### config.mk
export PLATFORM = sky130hd
export DESIGN_NAME = evirq_ctrl
export DESIGN_NICKNAME = d
export VERILOG_FILES = /design/src/rtl/evirq_pkg.sv /design/src/rtl/evirq_detect.sv /design/src/rtl/evirq_pending.sv /design/src/rtl/evirq_regs.sv /design/src/rtl/evirq_ctrl.sv
export SDC_FILE = /design/constraint.sdc
export NUM_CORES = 1
export LEC_CHECK = 0
export BUFFER_PORTS_ARGS = -buffer_cell sky130_fd_sc_hd__buf_4
export CAP_MARGIN = 20
export CORE_MARGIN = 2
export CORE_UTILIZATION = 44
export CTS_CLUSTER_DIAMETER = 60
export DETAILED_ROUTE_END_ITERATION = 8
export MAX_ROUTING_LAYER = met4
export PLACE_DENSITY = 0.81
export REMOVE_ABC_BUFFERS = 1
export SLEW_MARGIN = 10
export SYNTH_ARGS = -nofsm -noshare
export SYNTH_HDL_FRONTEND = slang
export SYNTH_SLANG_ARGS = --single-unit
export TNS_END_PERCENT = 5
### constraint.sdc
create_clock -name clk_i -period 1.8 [get_ports clk_i]
set_input_delay 0.09 -clock clk_i [delete_from_list [all_inputs] [get_ports clk_i]]
set_output_delay 0.09 -clock clk_i [all_outputs]
set_load 0.02 [all_outputs]
### src/rtl/evirq_pkg.sv
package evirq_pkg;
    typedef enum logic [1:0] {
        TRIG_LEVEL = 2'd0,
        TRIG_RISE  = 2'd1,
        TRIG_FALL  = 2'd2
    } trig_e;

    typedef enum logic {
        BUS_IDLE = 1'b0,
        BUS_ACK  = 1'b1
    } bus_state_e;

    localparam int unsigned REG_STATUS  = 0;
    localparam int unsigned REG_PENDING = 1;
    localparam int unsigned REG_ENABLE  = 2;
endpackage

### src/rtl/evirq_detect.sv
module evirq_detect #(
    parameter int unsigned          N_EV     = 3,
    parameter logic [2*N_EV-1:0]    MODE_CFG = {2'd2, 2'd1, 2'd0}
) (
    input  logic            clk_i,
    input  logic            rst_ni,
    input  logic [N_EV-1:0] ev_i,
    output logic [N_EV-1:0] trig_o
);
    logic [N_EV-1:0] ev_q;

    always_ff @(posedge clk_i or negedge rst_ni) begin
        if (!rst_ni) ev_q <= '0;
        else         ev_q <= ev_i;
    end

    for (genvar g = 0; g < N_EV; g++) begin : g_ev
        localparam evirq_pkg::trig_e MODE = evirq_pkg::trig_e'(MODE_CFG[2*g +: 2]);
        if (MODE == evirq_pkg::TRIG_RISE) begin : g_rise
            assign trig_o[g] = ev_i[g] & ~ev_q[g];
        end else if (MODE == evirq_pkg::TRIG_FALL) begin : g_fall
            assign trig_o[g] = ~ev_i[g] & ev_q[g];
        end else begin : g_level
            assign trig_o[g] = ev_i[g];
        end
    end
endmodule

### src/rtl/evirq_pending.sv
module evirq_pending #(
    parameter int unsigned N_EV = 3
) (
    input  logic            clk_i,
    input  logic            rst_ni,
    input  logic [N_EV-1:0] set_i,
    input  logic [N_EV-1:0] clr_i,
    output logic [N_EV-1:0] pend_o
);
    for (genvar g = 0; g < N_EV; g++) begin : g_bit
        always_ff @(posedge clk_i or negedge rst_ni) begin
            if (!rst_ni)        pend_o[g] <= 1'b0;
            else if (set_i[g])  pend_o[g] <= 1'b1;
            else if (clr_i[g])  pend_o[g] <= 1'b0;
        end


        set_wins_chk: assert property (@(posedge clk_i) disable iff (!rst_ni)
            (set_i[g] && clr_i[g]) |=> pend_o[g]);


        clear_takes_chk: assert property (@(posedge clk_i) disable iff (!rst_ni)
            (clr_i[g] && !set_i[g]) |=> !pend_o[g]);
    end
endmodule

### src/rtl/evirq_regs.sv
module evirq_regs #(
    parameter int unsigned N_EV = 3,
    parameter int unsigned DW   = 8,
    parameter int unsigned AW   = 2
) (
    input  logic            clk_i,
    input  logic            rst_ni,
    input  logic            wb_cyc_i,
    input  logic            wb_stb_i,
    input  logic            wb_we_i,
    input  logic [AW-1:0]   wb_adr_i,
    input  logic [DW-1:0]   wb_dat_i,
    output logic [DW-1:0]   wb_dat_o,
    output logic            wb_ack_o,
    input  logic [N_EV-1:0] status_i,
    input  logic [N_EV-1:0] pend_i,
    output logic [N_EV-1:0] clr_o,
    output logic [N_EV-1:0] en_o
);
    import evirq_pkg::*;

    localparam int unsigned PADW = DW - N_EV;

    bus_state_e state_q, state_d;
    logic       access;
    logic [DW-1:0] rdata;

    assign access = (state_q == BUS_IDLE) && wb_cyc_i && wb_stb_i;

    always_comb begin
        state_d = state_q;
        unique case (state_q)
            BUS_IDLE: if (access) state_d = BUS_ACK;
            BUS_ACK:  state_d = BUS_IDLE;
            default:  state_d = BUS_IDLE;
        endcase
    end

    always_ff @(posedge clk_i or negedge rst_ni) begin
        if (!rst_ni) state_q <= BUS_IDLE;
        else         state_q <= state_d;
    end

    always_comb begin
        wb_ack_o = 1'b0;
        unique case (state_q)
            BUS_IDLE: wb_ack_o = 1'b0;
            BUS_ACK:  wb_ack_o = 1'b1;
            default:  wb_ack_o = 1'b0;
        endcase
    end

    always_comb begin
        rdata = '0;
        unique case (int'(wb_adr_i))
            REG_STATUS:  rdata = {{PADW{1'b0}}, status_i};
            REG_PENDING: rdata = {{PADW{1'b0}}, pend_i};
            REG_ENABLE:  rdata = {{PADW{1'b0}}, en_o};
            default:     rdata = '0;
        endcase
    end

    assign clr_o = (access && wb_we_i && int'(wb_adr_i) == REG_PENDING)
                   ? wb_dat_i[N_EV-1:0] : '0;

    always_ff @(posedge clk_i or negedge rst_ni) begin
        if (!rst_ni) begin
            en_o     <= '0;
            wb_dat_o <= '0;
        end else if (access) begin
            if (wb_we_i && int'(wb_adr_i) == REG_ENABLE) en_o <= wb_dat_i[N_EV-1:0];
            if (!wb_we_i) wb_dat_o <= rdata;
        end
    end


    ack_single_chk: assert property (@(posedge clk_i) disable iff (!rst_ni)
        wb_ack_o |=> !wb_ack_o);


    ack_follows_chk: assert property (@(posedge clk_i) disable iff (!rst_ni)
        (!wb_ack_o && wb_cyc_i && wb_stb_i) |=> wb_ack_o);
endmodule

### src/rtl/evirq_ctrl.sv
module evirq_ctrl #(
    parameter int unsigned       N_EV     = 3,
    parameter int unsigned       DW       = 8,
    parameter int unsigned       AW       = 2,
    parameter logic [2*N_EV-1:0] MODE_CFG = {2'd2, 2'd1, 2'd0}
) (
    input  logic            clk_i,
    input  logic            rst_ni,
    input  logic            wb_cyc_i,
    input  logic            wb_stb_i,
    input  logic            wb_we_i,
    input  logic [AW-1:0]   wb_adr_i,
    input  logic [DW-1:0]   wb_dat_i,
    output logic [DW-1:0]   wb_dat_o,
    output logic            wb_ack_o,
    input  logic [N_EV-1:0] ev_i,
    output logic            irq_o
);
    logic [N_EV-1:0] trig, clr, pend, en;

    evirq_detect #(.N_EV(N_EV), .MODE_CFG(MODE_CFG)) detect_i (
        .clk_i(clk_i), .rst_ni(rst_ni), .ev_i(ev_i), .trig_o(trig)
    );

    evirq_pending #(.N_EV(N_EV)) pending_i (
        .clk_i(clk_i), .rst_ni(rst_ni), .set_i(trig), .clr_i(clr), .pend_o(pend)
    );

    evirq_regs #(.N_EV(N_EV), .DW(DW), .AW(AW)) regs_i (
        .clk_i(clk_i), .rst_ni(rst_ni),
        .wb_cyc_i(wb_cyc_i), .wb_stb_i(wb_stb_i), .wb_we_i(wb_we_i),
        .wb_adr_i(wb_adr_i), .wb_dat_i(wb_dat_i), .wb_dat_o(wb_dat_o),
        .wb_ack_o(wb_ack_o), .status_i(ev_i), .pend_i(pend),
        .clr_o(clr), .en_o(en)
    );

    always_ff @(posedge clk_i or negedge rst_ni) begin
        if (!rst_ni) irq_o <= 1'b0;
        else         irq_o <= |(pend & en);
    end


    irq_raise_chk: assert property (@(posedge clk_i) disable iff (!rst_ni)
        (|(pend & en)) |=> irq_o);


    irq_quiet_chk: assert property (@(posedge clk_i) disable iff (!rst_ni)
        (en == '0) |=> !irq_o);
endmodule

Yosys cells after proc, flatten, opt, wreduce, memory -nomap -nowiden
Cells that the tools add are included.
{"block": "op_classes", "muxes": 11, "bitwise_logic": 7, "eq_ne": 2, "n_reduce_logical": 12}
{"cell": "$pmux W3 S3", "count": 1}
{"cell": "$mux W1", "count": 7}
{"cell": "$reduce_bool A2 Y1", "count": 3}
{"cell": "$logic_and A1 B1 Y1", "count": 5}
{"cell": "$not A1 Y1", "count": 4}
{"cell": "$pmux W1 S2", "count": 2}
{"cell": "$reduce_and A2 Y1", "count": 2}
{"cell": "$and A3 B3 Y3", "count": 1}
{"cell": "$mux W3", "count": 1}
{"cell": "$reduce_or A3 Y1", "count": 1}
{"cell": "$and A1 B1 Y1", "count": 2}
{"cell": "$eq A2 B1 Y1 const B", "count": 1}
{"cell": "$eq A2 B2 Y1 const B", "count": 1}
{"cell": "$logic_not A2 Y1", "count": 1}
{"block": "totals", "output_inout_bits": 10, "in_bits": 18, "regBits": 19}

Logic depth before layout (Yosys ltp)
{"block": "logic_depth", "ltp_word": 8, "ltp_mapped": 4}

Cells and area by module
A second synthesis with hierarchy kept.
{"block": "unflattened", "hier_cells": 55, "hier_area_um2": 681.9}
{"mod": "evirq_regs", "n_inst": 1, "cells_per_inst": 38, "area_per_inst_um2": 449.2}
{"mod": "evirq_pending", "n_inst": 1, "cells_per_inst": 9, "area_per_inst_um2": 108.9}
{"mod": "evirq_detect", "n_inst": 1, "cells_per_inst": 5, "area_per_inst_um2": 85.1}
{"mod": "evirq_ctrl", "n_inst": 1, "cells_per_inst": 3, "area_per_inst_um2": 38.8}

Least setup slack after synthesis
OpenSTA, ideal clock, no wires.
{"block": "synth_timing", "path_type": "reg-to-reg", "startpoint": "register regs_i.state_q", "endpoint": "register regs_i.en_o[0]", "t_required_ns": 1.675, "path_buffers": 0, "setup_ns": 0.125, "arrival_ns": 1.255, "path_slack_ns": 0.420, "stages_incl_launch_ff": 4, "path_cell_list": "dfrtp_1 > nand4b_4 > nor3b_4 > mux2_2"}
{"block": "synth_between", "elab_chain_cells": 4}
{"element": "start: declaration", "line_no": "evirq_regs.sv:24", "rtl": "bus_state_e state_q, state_d;"}
{"element": "start signal: assignment", "line_no": "evirq_regs.sv:41", "rtl": "else state_q <= state_d;"}
{"element": "$not A1 Y1"}
{"element": "$logic_and A1 B1 Y1 (2 in series)", "line_no": "evirq_regs.sv:28", "rtl": "assign access = (state_q == BUS_IDLE) && wb_cyc_i && wb_stb_i;"}
{"element": "$reduce_and A2 Y1 (no line)"}
{"element": "end: declaration", "line_no": "evirq_regs.sv:18", "rtl": "output logic [N_EV-1:0] en_o"}
Every way passes these cells.
A chain may end at the register's enable or synchronous reset.

Final worst setup path
Ends and elaborated chain as after synthesis.

==> metrics.md <==
| Metric | Value |
|---|---|
| DRC violations left | `0` |
| DP Area | `752 sq um` |
| Design Area, Final | `808 sq um` |
| Critical Path, Cell by Cell | `nand4b_4, nor3b_4, mux2_2` |
| Mux cell area share after synthesis | `10.0%` |
| FF+latch area | `325 sq um` |
| Gr ovfl total | `0` |
| Initial Util | `47.8%` |
| Setup crit end kind | `register` |
| Clk Latency, worst-skew pair | `270 ps` |
| Hold buffer count at CTS | `3` |
| Sw Share | `28.6%` |
| Multi-input gate area | `269 sq um` |
| Core area | `1330 sq um` |
| Gate Count Post-Synth | `54` |
| Global Route Usage Sum | `15.4%` |
| Initial antenna violation count | `0` |
| Maximum root-to-sink buffer count | `2` |
| Via density | `5.09` |
| Peak VDD IR | `732 uV` |
| Hold Vio Cnt, Final | `0` |
| Sw Pwr | `0.206 mW` |
| CP Data Arrival Time | `1550 ps` |
| WL/cell | `12.5 um` |
| First-pass GRT wire length | `1920 um` |
| PortBufs | `17` |
| Post-Route WL | `1120 um` |
| Layout cells sized above 1 | `32.0%` |
| Clock tree root driver cell | `clkbuf_4` |
| Buffers & Inverters on Critical Path | `0` |
| H-tree levels | `1` |
| # fillers | `119` |
| Final period util | `77.5%` |
| CTS Sinks | `13` |
| Routed Antenna Nets | `0` |
| Minimum clock period | `1400 ps` |
| Vias | `458` |
| Die area | `1770 sq um` |
| CP Max Fanout | `4` |
| Power Density | `891 nW/um^2` |
| # diodes | `0` |
| Pleak | `0.383 nW` |
| RSZ-0062 raised after global routing | `false` |
| Seq/Total Area, Yosys | `51.0%` |
| Average size of a mapped cell | `11.8 sq um` |
| Placed cell count | `83` |
| Combinational group share of total power | `25.8%` |
| Setup CP Type | `register to register` |
| Max Cap Viol | `0` |
| Clk slew on worst S/H paths | `70 ps` |
| Complex-gate fraction of the synthesized area | `12.0%` |
| Pins Over Slew Limit | `0` |
| Post-CTS Setup Bufs | `0` |
| Clk pwr share | `23.9%` |
| CTS Buf Count | `3` |
| Post-synthesis adder-cell area fraction | `0%` |
| DIE HEIGHT | `42.1 um` |
| Yosys reg bits | `13` |
| Sequential Power Share | `50.3%` |
| Fmax | `717 MHz` |
| Largest net degree at the start of global routing | `14` |
| Crit-path slowest cell | `dfrtp_1` |
| Pint | `0.514 mW` |
| Vias in the first global route | `422` |
| Setup TNS | `0 ps` |
| DR iter-0 viols | `7` |
| Io pins | `28` |
| Largest family of logic cells by synthesized area | `simple AND/OR/NAND/NOR gates` |
| Largest delay share family, worst path | `simple AND/OR/NAND/NOR gates` |
| Router iterations before antenna repair | `4` |
| Outcome | `completed` |
| Clk_skew | `3.96 ps` |
| Setup Viol. Count Final | `0` |
| Post-CTS resize count | `0` |
| CP peak stage delay | `420 ps` |
| Synth unique cells | `21` |
| Worst setup SP type | `register` |
| Worst hold path type | `input pin to register` |
| CTS tree | `done` |
| FP Rows | `13` |
| Final Net Count | `94` |
| Chip width | `42.1 um` |
| Area grow syn2layout | `26.7%` |
| Non-Filler Instances | `90` |
| Post-synthesis xor/xnor area fraction | `0%` |
| Simple logic cell fraction of the synthesized area | `17.3%` |
| Synthesized area | `638 sq um` |
| GP Congestion | `0.805` |
| Synth warn | `0` |
| Req. time, crit path | `1960 ps` |
## cell usage in the layout, fill, tap and decap left out
cell type      netlist  layout
dlygate4sd3_1        0       3
dfrtp_1             13      13
nor2_1               3       3
inv_1                3       3
nand4b_4             1       1
nor3b_4              1       1
mux2i_1              3       3
mux2_2               1       1
buf_4                5      17
nand2b_1             1       1
o21ai_0              5       5
a21oi_1              3       3
and4bb_2             1       1
clkbuf_1             0       1
a2bb2oi_1            3       3
clkbuf_4             0       3
and3b_1              1       1
nor2b_1              1       1
a222oi_1             1       1
nand3b_1             3       3
conb_1               1       5
mux2_1               2       2
## layout make-up
type | count | area share (%)
flip-flops and latches | 13 | 40.2
multi-input cells | 35 | 33.3
repair buffers | 20 | 19.5
clock buffers | 4 | 3.25
well taps | 15 | 2.32
inverters | 3 | 1.39
## per-layer routing
metal	wire length [um]	part of all wire, %	track usage (%)
met4	0	0	3.75
met2	529	47	23.4
met3	97	8.7	7.76
met5	0	0	-
met1	495	44	18.4
## Yosys cell counts
| cell | instances | area (sq um) |
|---|---|---|
| a21oi_1 | 3 | 15.0 |
| a222oi_1 | 1 | 10.0 |
| a2bb2oi_1 | 3 | 26.3 |
| and3b_1 | 1 | 8.76 |
| and4bb_2 | 1 | 12.5 |
| buf_2 | 1 | 5.00 |
| buf_4 | 5 | 37.5 |
| clkbuf_2 | 1 | 5.00 |
| conb_1 | 1 | 3.75 |
| dfrtp_1 | 13 | 325 |
| inv_1 | 3 | 11.3 |
| mux2_1 | 2 | 22.5 |
| mux2_2 | 1 | 11.3 |
| mux2i_1 | 3 | 30.0 |
| nand2b_1 | 1 | 6.26 |
| nand3b_1 | 3 | 22.5 |
| nand4b_4 | 1 | 23.8 |
| nor2_1 | 3 | 11.3 |
| nor2b_1 | 1 | 6.26 |
| nor3b_4 | 1 | 18.8 |
| o21ai_0 | 5 | 25.0 |
## worst paths after layout
path | startpoint | endpoint | slack [ps] | cells past startpoint
hold / removal | ev_i[0] | pending_i.pend_o[0] | 20 | 2
max in group asynchronous | rst_ni | pending_i.pend_o[0] | 1440 | 2
hold reg to reg | detect_i.ev_q[1] | pending_i.pend_o[1] | 410 | 1
min in group asynchronous | rst_ni | regs_i.state_q | 200 | 2
setup reg to reg | regs_i.state_q | regs_i.en_o[0] | 400 | 3
setup / recovery | regs_i.state_q | regs_i.en_o[0] | 400 | 3
## per-stage QoR
step	hold slack [ps]	worst slack [ps]	power [mW]	utilization, %
floorplan	-206	421	0.462	-
global placement	-60.0	421	0.542	56.4
detailed placement	-58.6	412	0.551	56.4
CTS	8.78	397	0.733	60.6
global route	5.42	346	0.773	60.6
finish	20.2	405	0.720	60.6
## worst reg2reg max path, stage by stage, from the launching register on
cell      delay [ps]
dfrtp_1          420
nand4b_4         220
nor3b_4          280
mux2_2           360
## sequential cells by signal, indices dropped and copies added, names as in the netlist
register          flops
regs_i.en_o           3
detect_i.ev_q         2
regs_i.state_q        1
pending_i.pend_o      3
regs_i.wb_dat_o       3
irq_o                 1
## power by group through the flow
stage | Clock (mW) | Combinational, mW | Sequential, mW
final | 0.172 | 0.186 | 0.362
after global routing | 0.202 | 0.201 | 0.369
after CTS | 0.183 | 0.187 | 0.363
after detailed placement | 0 | 0.182 | 0.369
after global placement | 0 | 0.178 | 0.365
after floorplan | 0 | 0.0720 | 0.390
## kinds of logic after synthesis
family | Yosys count
other | 1
AOI/OAI and AO/OA | 12
buffers and inverters | 10
muxes | 6
and+or+nand+nor | 12
DFF | 13
Power figures use the tool's default switching activity.
